**src/rtl/cgdp_pkg.sv**
```systemverilog
`timescale 1ns/1ps
package cgdp_pkg;

  typedef enum logic {
    TICK_MID  = 1'b0,
    TICK_EDGE = 1'b1
  } tick_e;

  // A stretch is needed when the group ahead would rise on phase 1,
  // which would push the flagged comma onto phase 0.
  function automatic logic stretch_needed(input logic full_rate,
                                          input logic next_flagged,
                                          input logic ph1_level);
    return !full_rate && next_flagged && !ph1_level;
  endfunction

  // Next level of phase 1.
  function automatic logic ph1_next(input logic full_rate,
                                    input logic at_edge,
                                    input logic stretch,
                                    input logic ph1_level);
    if (full_rate) return at_edge;
    if (at_edge && !stretch) return !ph1_level;
    return ph1_level;
  endfunction

  // Tick on which the comma pulse register may update:
  // boundaries in half-rate mode, mid-group edges in full-rate mode.
  function automatic logic pulse_slot(input logic full_rate,
                                      input logic at_edge);
    return full_rate ? !at_edge : at_edge;
  endfunction

endpackage

```
**src/rtl/cgdp_tick.sv**
```systemverilog
`timescale 1ns/1ps
module cgdp_tick (
  input  logic            clk,
  input  logic            rst_n,
  output cgdp_pkg::tick_e tick
);
  logic half_q;

  always_ff @(posedge clk or negedge rst_n) begin
    if (!rst_n) half_q <= 1'b0;
    else        half_q <= !half_q;
  end

  assign tick = half_q ? cgdp_pkg::TICK_EDGE : cgdp_pkg::TICK_MID;

endmodule

```
**src/rtl/cgdp_clkgen.sv**
```systemverilog
`timescale 1ns/1ps
module cgdp_clkgen (
  input  logic clk,
  input  logic rst_n,
  input  logic full_rate,
  input  logic at_edge,
  input  logic stretch,
  output logic ph1
);
  always_ff @(posedge clk or negedge rst_n) begin
    if (!rst_n) ph1 <= 1'b0;
    else        ph1 <= cgdp_pkg::ph1_next(full_rate, at_edge, stretch, ph1);
  end

  // a half-rate level lasts at least one code-group time
  assert_half_level_holds_R2: assert property (@(posedge clk) disable iff (!rst_n)
    (!full_rate && $changed(ph1)) |=> $stable(ph1));

  // in full-rate mode phase 1 is high for one edge only
  assert_full_high_one_tick_R8: assert property (@(posedge clk) disable iff (!rst_n)
    (full_rate && ph1) |=> !ph1);

  // a stretch decision freezes the clocks
  assert_stretch_freezes_R5: assert property (@(posedge clk) disable iff (!rst_n)
    stretch |=> $stable(ph1));

endmodule

```
**src/rtl/cgdp_launch.sv**
```systemverilog
`timescale 1ns/1ps
module cgdp_launch #(
  parameter int GRP_W = 10
) (
  input  logic             clk,
  input  logic             rst_n,
  input  logic             full_rate,
  input  logic             align_en,
  input  logic             at_edge,
  input  logic [GRP_W-1:0] grp_in,
  input  logic             grp_is_comma,
  input  logic             ph1,
  output logic [GRP_W-1:0] word,
  output logic             word_cm,
  output logic             stretch
);
  logic [GRP_W-1:0] stage_q;
  logic             stage_cm_q;
  logic             in_flag;

  assign in_flag = grp_is_comma && align_en;
  assign stretch = at_edge && cgdp_pkg::stretch_needed(full_rate, in_flag, ph1);

  always_ff @(posedge clk or negedge rst_n) begin
    if (!rst_n) begin
      stage_q    <= '0;
      stage_cm_q <= 1'b0;
      word       <= '0;
      word_cm    <= 1'b0;
    end else if (at_edge) begin
      stage_q    <= grp_in;
      stage_cm_q <= in_flag;
      if (stretch) begin
        word_cm <= 1'b0;          // held word is not announced again
      end else begin
        word    <= stage_q;
        word_cm <= stage_cm_q;
      end
    end
  end

  // an aligned comma launched in half-rate mode lands with phase 1 high
  assert_comma_on_phase1_R4: assert property (@(posedge clk) disable iff (!rst_n)
    (at_edge && !full_rate && !stretch && stage_cm_q) |=> ph1);

endmodule

```
**src/rtl/cgdp_pulse.sv**
```systemverilog
`timescale 1ns/1ps
module cgdp_pulse (
  input  logic clk,
  input  logic rst_n,
  input  logic full_rate,
  input  logic at_edge,
  input  logic stretch,
  input  logic word_cm,
  input  logic ph1,
  output logic pulse
);
  always_ff @(posedge clk or negedge rst_n) begin
    if (!rst_n) pulse <= 1'b0;
    else if (cgdp_pkg::pulse_slot(full_rate, at_edge)) pulse <= word_cm && !stretch;
  end

  // the pulse starts with the phase 0 rising edge
  assert_pulse_on_phase0_rise_R6: assert property (@(posedge clk) disable iff (!rst_n)
    $rose(pulse) |-> $fell(ph1));

  // the pulse lasts one code-group time
  assert_pulse_two_ticks_R6: assert property (@(posedge clk) disable iff (!rst_n)
    $rose(pulse) |=> pulse);

  assert_pulse_ends_R6: assert property (@(posedge clk) disable iff (!rst_n)
    (pulse && $past(pulse)) |=> !pulse);

endmodule

```
**src/rtl/cg_dual_phase_out.sv**
```systemverilog
`timescale 1ns/1ps
module cg_dual_phase_out #(
  parameter int GRP_W = 10
) (
  input  logic             clk,
  input  logic             rst_n,
  input  logic             full_rate,
  input  logic             align_en,
  input  logic [GRP_W-1:0] grp_in,
  input  logic             grp_is_comma,
  output logic [GRP_W-1:0] grp_out,
  output logic [1:0]       phase_clk,
  output logic             comma_seen
);
  cgdp_pkg::tick_e tick;
  logic            at_edge;
  logic            ph1;
  logic            stretch;
  logic            word_cm;

  cgdp_tick u_tick (
    .clk   (clk),
    .rst_n (rst_n),
    .tick  (tick)
  );

  assign at_edge = (tick == cgdp_pkg::TICK_EDGE);

  cgdp_clkgen u_clkgen (
    .clk       (clk),
    .rst_n     (rst_n),
    .full_rate (full_rate),
    .at_edge   (at_edge),
    .stretch   (stretch),
    .ph1       (ph1)
  );

  cgdp_launch #(.GRP_W(GRP_W)) u_launch (
    .clk          (clk),
    .rst_n        (rst_n),
    .full_rate    (full_rate),
    .align_en     (align_en),
    .at_edge      (at_edge),
    .grp_in       (grp_in),
    .grp_is_comma (grp_is_comma),
    .ph1          (ph1),
    .word         (grp_out),
    .word_cm      (word_cm),
    .stretch      (stretch)
  );

  cgdp_pulse u_pulse (
    .clk       (clk),
    .rst_n     (rst_n),
    .full_rate (full_rate),
    .at_edge   (at_edge),
    .stretch   (stretch),
    .word_cm   (word_cm),
    .ph1       (ph1),
    .pulse     (comma_seen)
  );

  assign phase_clk = {ph1, !ph1};

  // the word moves only on a rising edge of one of the phases
  assert_word_moves_on_rise_R9: assert property (@(posedge clk) disable iff (!rst_n)
    $changed(grp_out) |-> ($rose(phase_clk[1]) || $rose(phase_clk[0])));

endmodule

```
**config.mk**
```make
export PLATFORM = sky130hd
export DESIGN_NAME = cg_dual_phase_out
export DESIGN_NICKNAME = d
export VERILOG_FILES = /design/src/rtl/cgdp_pkg.sv /design/src/rtl/cgdp_tick.sv /design/src/rtl/cgdp_clkgen.sv /design/src/rtl/cgdp_launch.sv /design/src/rtl/cgdp_pulse.sv /design/src/rtl/cg_dual_phase_out.sv
export SDC_FILE = /design/constraint.sdc
export NUM_CORES = 1
export LEC_CHECK = 0
export ABC_AREA = 1
export CORE_MARGIN = 5
export CORE_UTILIZATION = 46
export CTS_CLUSTER_SIZE = 8
export DETAILED_ROUTE_END_ITERATION = 8
export PLACE_DENSITY = 0.73
export SYNTH_ARGS = -nofsm -noshare
export SYNTH_HDL_FRONTEND = slang
export SYNTH_SLANG_ARGS = --single-unit
```
**constraint.sdc**
```tcl
create_clock -name clk -period 1.4 [get_ports clk]
set_clock_uncertainty 0.2 [all_clocks]
set_input_delay 0.21 -clock clk [delete_from_list [all_inputs] [get_ports clk]]
set_output_delay 0.21 -clock clk [all_outputs]
set_load 0.02 [all_outputs]
```
* Yosys cells after proc, flatten, opt, wreduce, memory -nomap -nowiden
Index checks and enable logic that the tools add are counted. Widths: inputs -> output; s select.
Storage, ports and cells: register bits 25, output and inout port bits 13, input port bits 15
Operators by class: reductions and logical operators 13, bitwise operators 1, multiplexer cells 10
Operator list (number):
- $mux 1 | 10
- $logic_and 1x1->1 | 6
- $logic_not 1->1 | 5
- $reduce_and 2->1 | 1
- $reduce_bool 2->1 | 1
- $not 1->1 | 1

* Logic depth before layout (Yosys ltp)
depth after elaboration 10, depth in mapped cells 7

* Cells and area by module
Synthesis repeated with hierarchy kept, for this count alone.
Unflattened totals: cells, all modules 124, area, all modules 1058.5 um^2
By module, submodules not included:
- cgdp_launch | instances 1, cells each 98, area an instance 878.3 um^2
- cgdp_pulse | instances 1, cells each 12, area an instance 76.3 um^2
- cgdp_clkgen | instances 1, cells each 10, area an instance 63.8 um^2
- cgdp_tick | instances 1, cells each 2, area an instance 28.8 um^2
- cg_dual_phase_out | instances 1, cells each 2, area an instance 11.3 um^2

* Least setup slack after synthesis
No wires, ideal clock.
path type flip-flop to flip-flop, start register u_clkgen.ph1, end register u_launch.word[0], period minus slack after synthesis 1155 ps, data required time 1083 ps, stages on the path, launching flop included 6, arrival 838 ps, slack 245 ps, path through dfrtp_1 > nor2_2 > nand2_2 > buf_6 > nand3_1 > nand2_1
On the way: cells in the longest elaborated chain, start to end 5
Ends and longest elaborated chain:
- from (decl) | RTL line cgdp_clkgen.sv:8 | output logic ph1
- from (signal assigned) | RTL line cgdp_clkgen.sv:12 | else ph1 <= cgdp_pkg::ph1_next(full_rate, at_edge, stretch, ph1);
- $logic_not 1->1 | RTL line cgdp_pkg.sv:14 | return !full_rate && next_flagged && !ph1_level;
- $logic_and 1x1->1 | RTL line cgdp_pkg.sv:14
- $logic_and 1x1->1 | RTL line cgdp_launch.sv:22 | assign stretch = at_edge && cgdp_pkg::stretch_needed(full_rate, in_flag, ph1);
- $not 1->1 (no source line)
- $reduce_and 2->1 (no source line)
- to (signal assigned) | RTL line cgdp_launch.sv:36 | word <= stage_q;
- to (decl) | RTL line cgdp_launch.sv:13 | output logic [GRP_W-1:0] word,
No other way between the ends. A chain may end at the register's enable or synchronous reset.

* Worst setup path in the final report
start register u_clkgen.ph1, end output port phase_clk[0]
On the way: cells in the longest elaborated chain, start to end 1
Ends and longest elaborated chain:
- $logic_not 1->1 | RTL line cg_dual_phase_out.sv:63 | assign phase_clk = {ph1, !ph1};
- to (decl) | RTL line cg_dual_phase_out.sv:12 | output logic [1:0] phase_clk,
No other way between the ends.

==> results summary <==
Setup repair after global routing left no endpoint under its margin. The die extent in y is 57.1 um. The repair_antennas step left the layout with diodes totalling 0. The first global-routing pass estimated 3.45 mm of wire. The cell area that synthesis handed to floorplanning was just over 1000 sq um. The share of total power dissipated in sequential elements is 0.593. The clock slew at the register clock pins of the worst setup and hold paths is 0.13 ns. The leakage power summed over all cells came out at just over 0.7 nW. Yosys printed 0 warnings. The signed area change from the synthesized netlist to the final layout came out at 33.0%. The worst ir drop on vdd is roughly 700 uV. Max-cap violations in this run came to 0.

The total DRC errors in the routed layout is 0. The share of total power dissipated in combinational logic is 0.163. In the routed layout, each cell is associated on average with a via count of 4.66. The starting density of the core came out at 0.470. The area of the core came out at about 2200 sq um. The clock period minus worst slack is about 1.3 ns. The number of hold-repair buffers added at the cts stage is 0. The count of boundary I/O pins is 28. The last weighted congestion value of the routability-driven placer is slightly above 0.7.

The capturing element of the worst setup path is phase_clk[0]. The hold slack is around 0.017 ns. The clock latency of the later-clocked register in the worst-skew pair is 0.32 ns. The final hold violation count came out at 0. Of the post-synthesis cell area, the dominant cell type holds 0.613. The switching part of the total power is 0.266. The post-detailed-route wirelength per cell came out at ~11 um.

The count of state elements after synthesis came out at 25. The share of cell area taken by muxes after synthesis came out at 0. sky130_fd_sc_hd__dfrtp_1 takes more of the synthesized area than any other cell. Clock tree synthesis inserted a total of 3 buffers. The start point of the critical path is u_clkgen.ph1$_DFFE_PN0P_.

The number of global-route vias before repair came to 800. The sum of negative setup slack came out at 0 ns. Of the total power, the clock network draws 0.243. The number of nets in the final layout came out at 165. By area the synthesized netlist is led by sky130_fd_sc_hd__dfrtp_1 61%, sky130_fd_sc_hd__nand2_1 21%, sky130_fd_sc_hd__nand3_1 5.4%. The largest net degree at the start of global routing came out at 26. The total power per unit cell area is approximately 1000 nW/um^2. The normalized max-slew margin is 0.752. Clock tree synthesis selected as its root buffer the cell sky130_fd_sc_hd__clkbuf_4.

The design draws 1.33 mW. The wire-length estimate of the detail-placed layout is 1.47 mm. The violation count after the first detailed-route iteration is 14. In this run the horizontal extent of the chip is roughly 57 um. The worst reg-to-reg setup slack is about 0.08 ns. The category of the critical setup timing path is reg2out.

The endpoint of the worst register-to-register path is u_launch.word[7]$_DFFE_PN0P_. In this run the worst path has a maximum fanout of 3. The worst setup path is captured at an output port. The die outline area came out at between 3000 and 4000 sq um. Measured on the finished design, the core utilization comes to 0.625. The data required time at the worst endpoint came out at 0.99 ns. The count of distinct cell types in the synthesized netlist came out at 14. The number of antenna violations at the first check in global routing is 0.

Summed over all layers, the global routing overflow is 0. The arrival time at the worst endpoint came out at 0.94 ns. The internal power of the cells came out at 979 uW.

The average size of a mapped cell came out at 8.87 sq um. The number of buffers added on ports is 27. In the layout the commonest cells are 58 x sky130_fd_sc_hd__nand2_1, 25 x sky130_fd_sc_hd__dfrtp_1, 14 x sky130_fd_sc_hd__clkdlybuf4s50_1. The compound-cell area share of the yosys netlist came out at 0.0160. The count of vias placed by the detailed router is around 820.

The TritonCTS clock tree is yes. Of the total synthesized cell area, the portion taken by full adders, half adders and majority gates is 0. The tightest min-delay check is of the in2async type. The sequential share of the synthesized area came out at 0.613. The upper clock frequency limit came out at between 700 and 800 MHz. The total routing usage reported by global routing came out at 0.134.

The run finished with clean final reports. The final instance area came out at 1360 sq um. In this run the remaining antenna-violating nets after routing total 0. The share of cells above drive strength 1 is 0.221.

The wire length reported by the detailed router came out at 2.01 mm. The maximum buffer depth of the clock tree came out at 2. The basic-gate share of the synthesized area counting and, or, nand and nor cells came out at 0.309.

The first-pass iteration count of the detailed router came out at 4. The pin slew with the least headroom to its limit came out at approximately 0.37 ns. Of the total synthesized cell area, the portion taken by XOR and XNOR cells is 0. STA classifies the critical path startpoint as a flop.

After synthesis, the largest family of logic cells by area is simple AND/OR/NAND/NOR gates. The most common library cell in the layout ignoring fill and taps is sky130_fd_sc_hd__nand2_1. The post-route fraction of the period consumed by the critical path came out at 0.962. The area of placed instances is around 1400 sq um. The startpoint identified for the worst register-to-register timing path is u_clkgen.ph1$_DFFE_PN0P_.

CTS built an H-tree with a depth of 1. The total setup violations reported at the end of the flow came out at 0. Synthesis produced a netlist with a net count of 130. The max-slew violation total from the final report is 0. The number of instances in the synthesized netlist is around 120. The power dissipated by switching net loads is 355 uW. The number of cells on the worst reg-to-reg path is 6.

The number of cell rows came out at 17. Clock tree synthesis found a total of 25 sinks.
==> registers in the layout (all words and copies together), names as in the netlist <==
signal,count
u_launch.word,10
u_launch.word_cm,1
u_tick.half_q,1
u_pulse.pulse,1
u_launch.stage_q,10
u_launch.stage_cm_q,1
u_clkgen.ph1,1
==> cells in the mapped netlist (all sizes together) <==
| cell | instances |
|---|---|
| a31oi | 1 |
| buf | 6 |
| dfrtp | 25 |
| inv | 5 |
| nand2 | 61 |
| nand3 | 12 |
| nor2 | 3 |
| o21ai | 2 |
==> per-stage QoR <==
stage / std cells / setup WS, ns
after CTS: 176 / 0.00162
after global placement: 171 / -0.0873
after detailed placement: 171 / -0.116
final: 177 / 0.0531
after global routing: 177 / 0.00255
after floorplan: 115 / 0.245
==> timing repair <==
action | CTS | global route
gates resized for setup | 49 | 8
pin swaps | 0 | 2
setup endpoints to repair | 13 | 14
buffers inserted | 1 | 1
==> final cells by class <==
type                    instances  area (sq um)
clock buffers                   3          22.5
clock inverters                 1          7.51
fillers                       205           813
inverters                       5          18.8
multi-input cells              79           347
flip-flops and latches         25           626
well taps                      28          35.0
repair buffers                 36           300
==> worst max-delay path, stage by stage (launching register included) <==
cell and delay (ns):
sky130_fd_sc_hd__dfrtp_1 0.43, sky130_fd_sc_hd__inv_2 0.06, sky130_fd_sc_hd__buf_4 0.13
==> worst min path at each step <==
stage / to / slack, ns
3_5_place_dp: u_launch.word[8]$_DFFE_PN0P_ / 0.26
5_1_grt: u_launch.stage_q[5]$_DFFE_PN0P_ / 0.008
3_3_place_gp: u_launch.word[4]$_DFFE_PN0P_ / 0.25
6_report: u_launch.stage_q[7]$_DFFE_PN0P_ / 0.02
4_1_cts: u_launch.stage_q[7]$_DFFE_PN0P_ / 0.01
2_1_floorplan: u_clkgen.ph1$_DFFE_PN0P_ / -0.29
==> logic make-up after synthesis <==
group                  Yosys count
flip-flops                      25
AO/OA/AOI/OAI                    3
AND/OR/NAND/NOR                 76
buffers and inverters           11
==> power groups by stage <==
stage | Combinational, mW | Sequential (mW) | Clock, mW
finish | 0.218 | 0.791 | 0.324
global route | 0.242 | 0.797 | 0.371
CTS | 0.216 | 0.791 | 0.339
detailed placement | 0.234 | 0.807 | 0
floorplan | 0.0693 | 0.832 | 0
global placement | 0.229 | 0.804 | 0
==> per-layer routing <==
metal / routed length, um / share of wire / track usage / up-vias
li1: - / - / - / 422
met1: 900 / 0.45 / 0.163 / 381
met2: 1000 / 0.50 / 0.237 / 18
met3: 79 / 0.039 / 0.0249 / 3
met4: 23 / 0.011 / 0.0497 / 0
met5: 0 / 0 / 0 / -
Power figures use the tool's default switching activity.
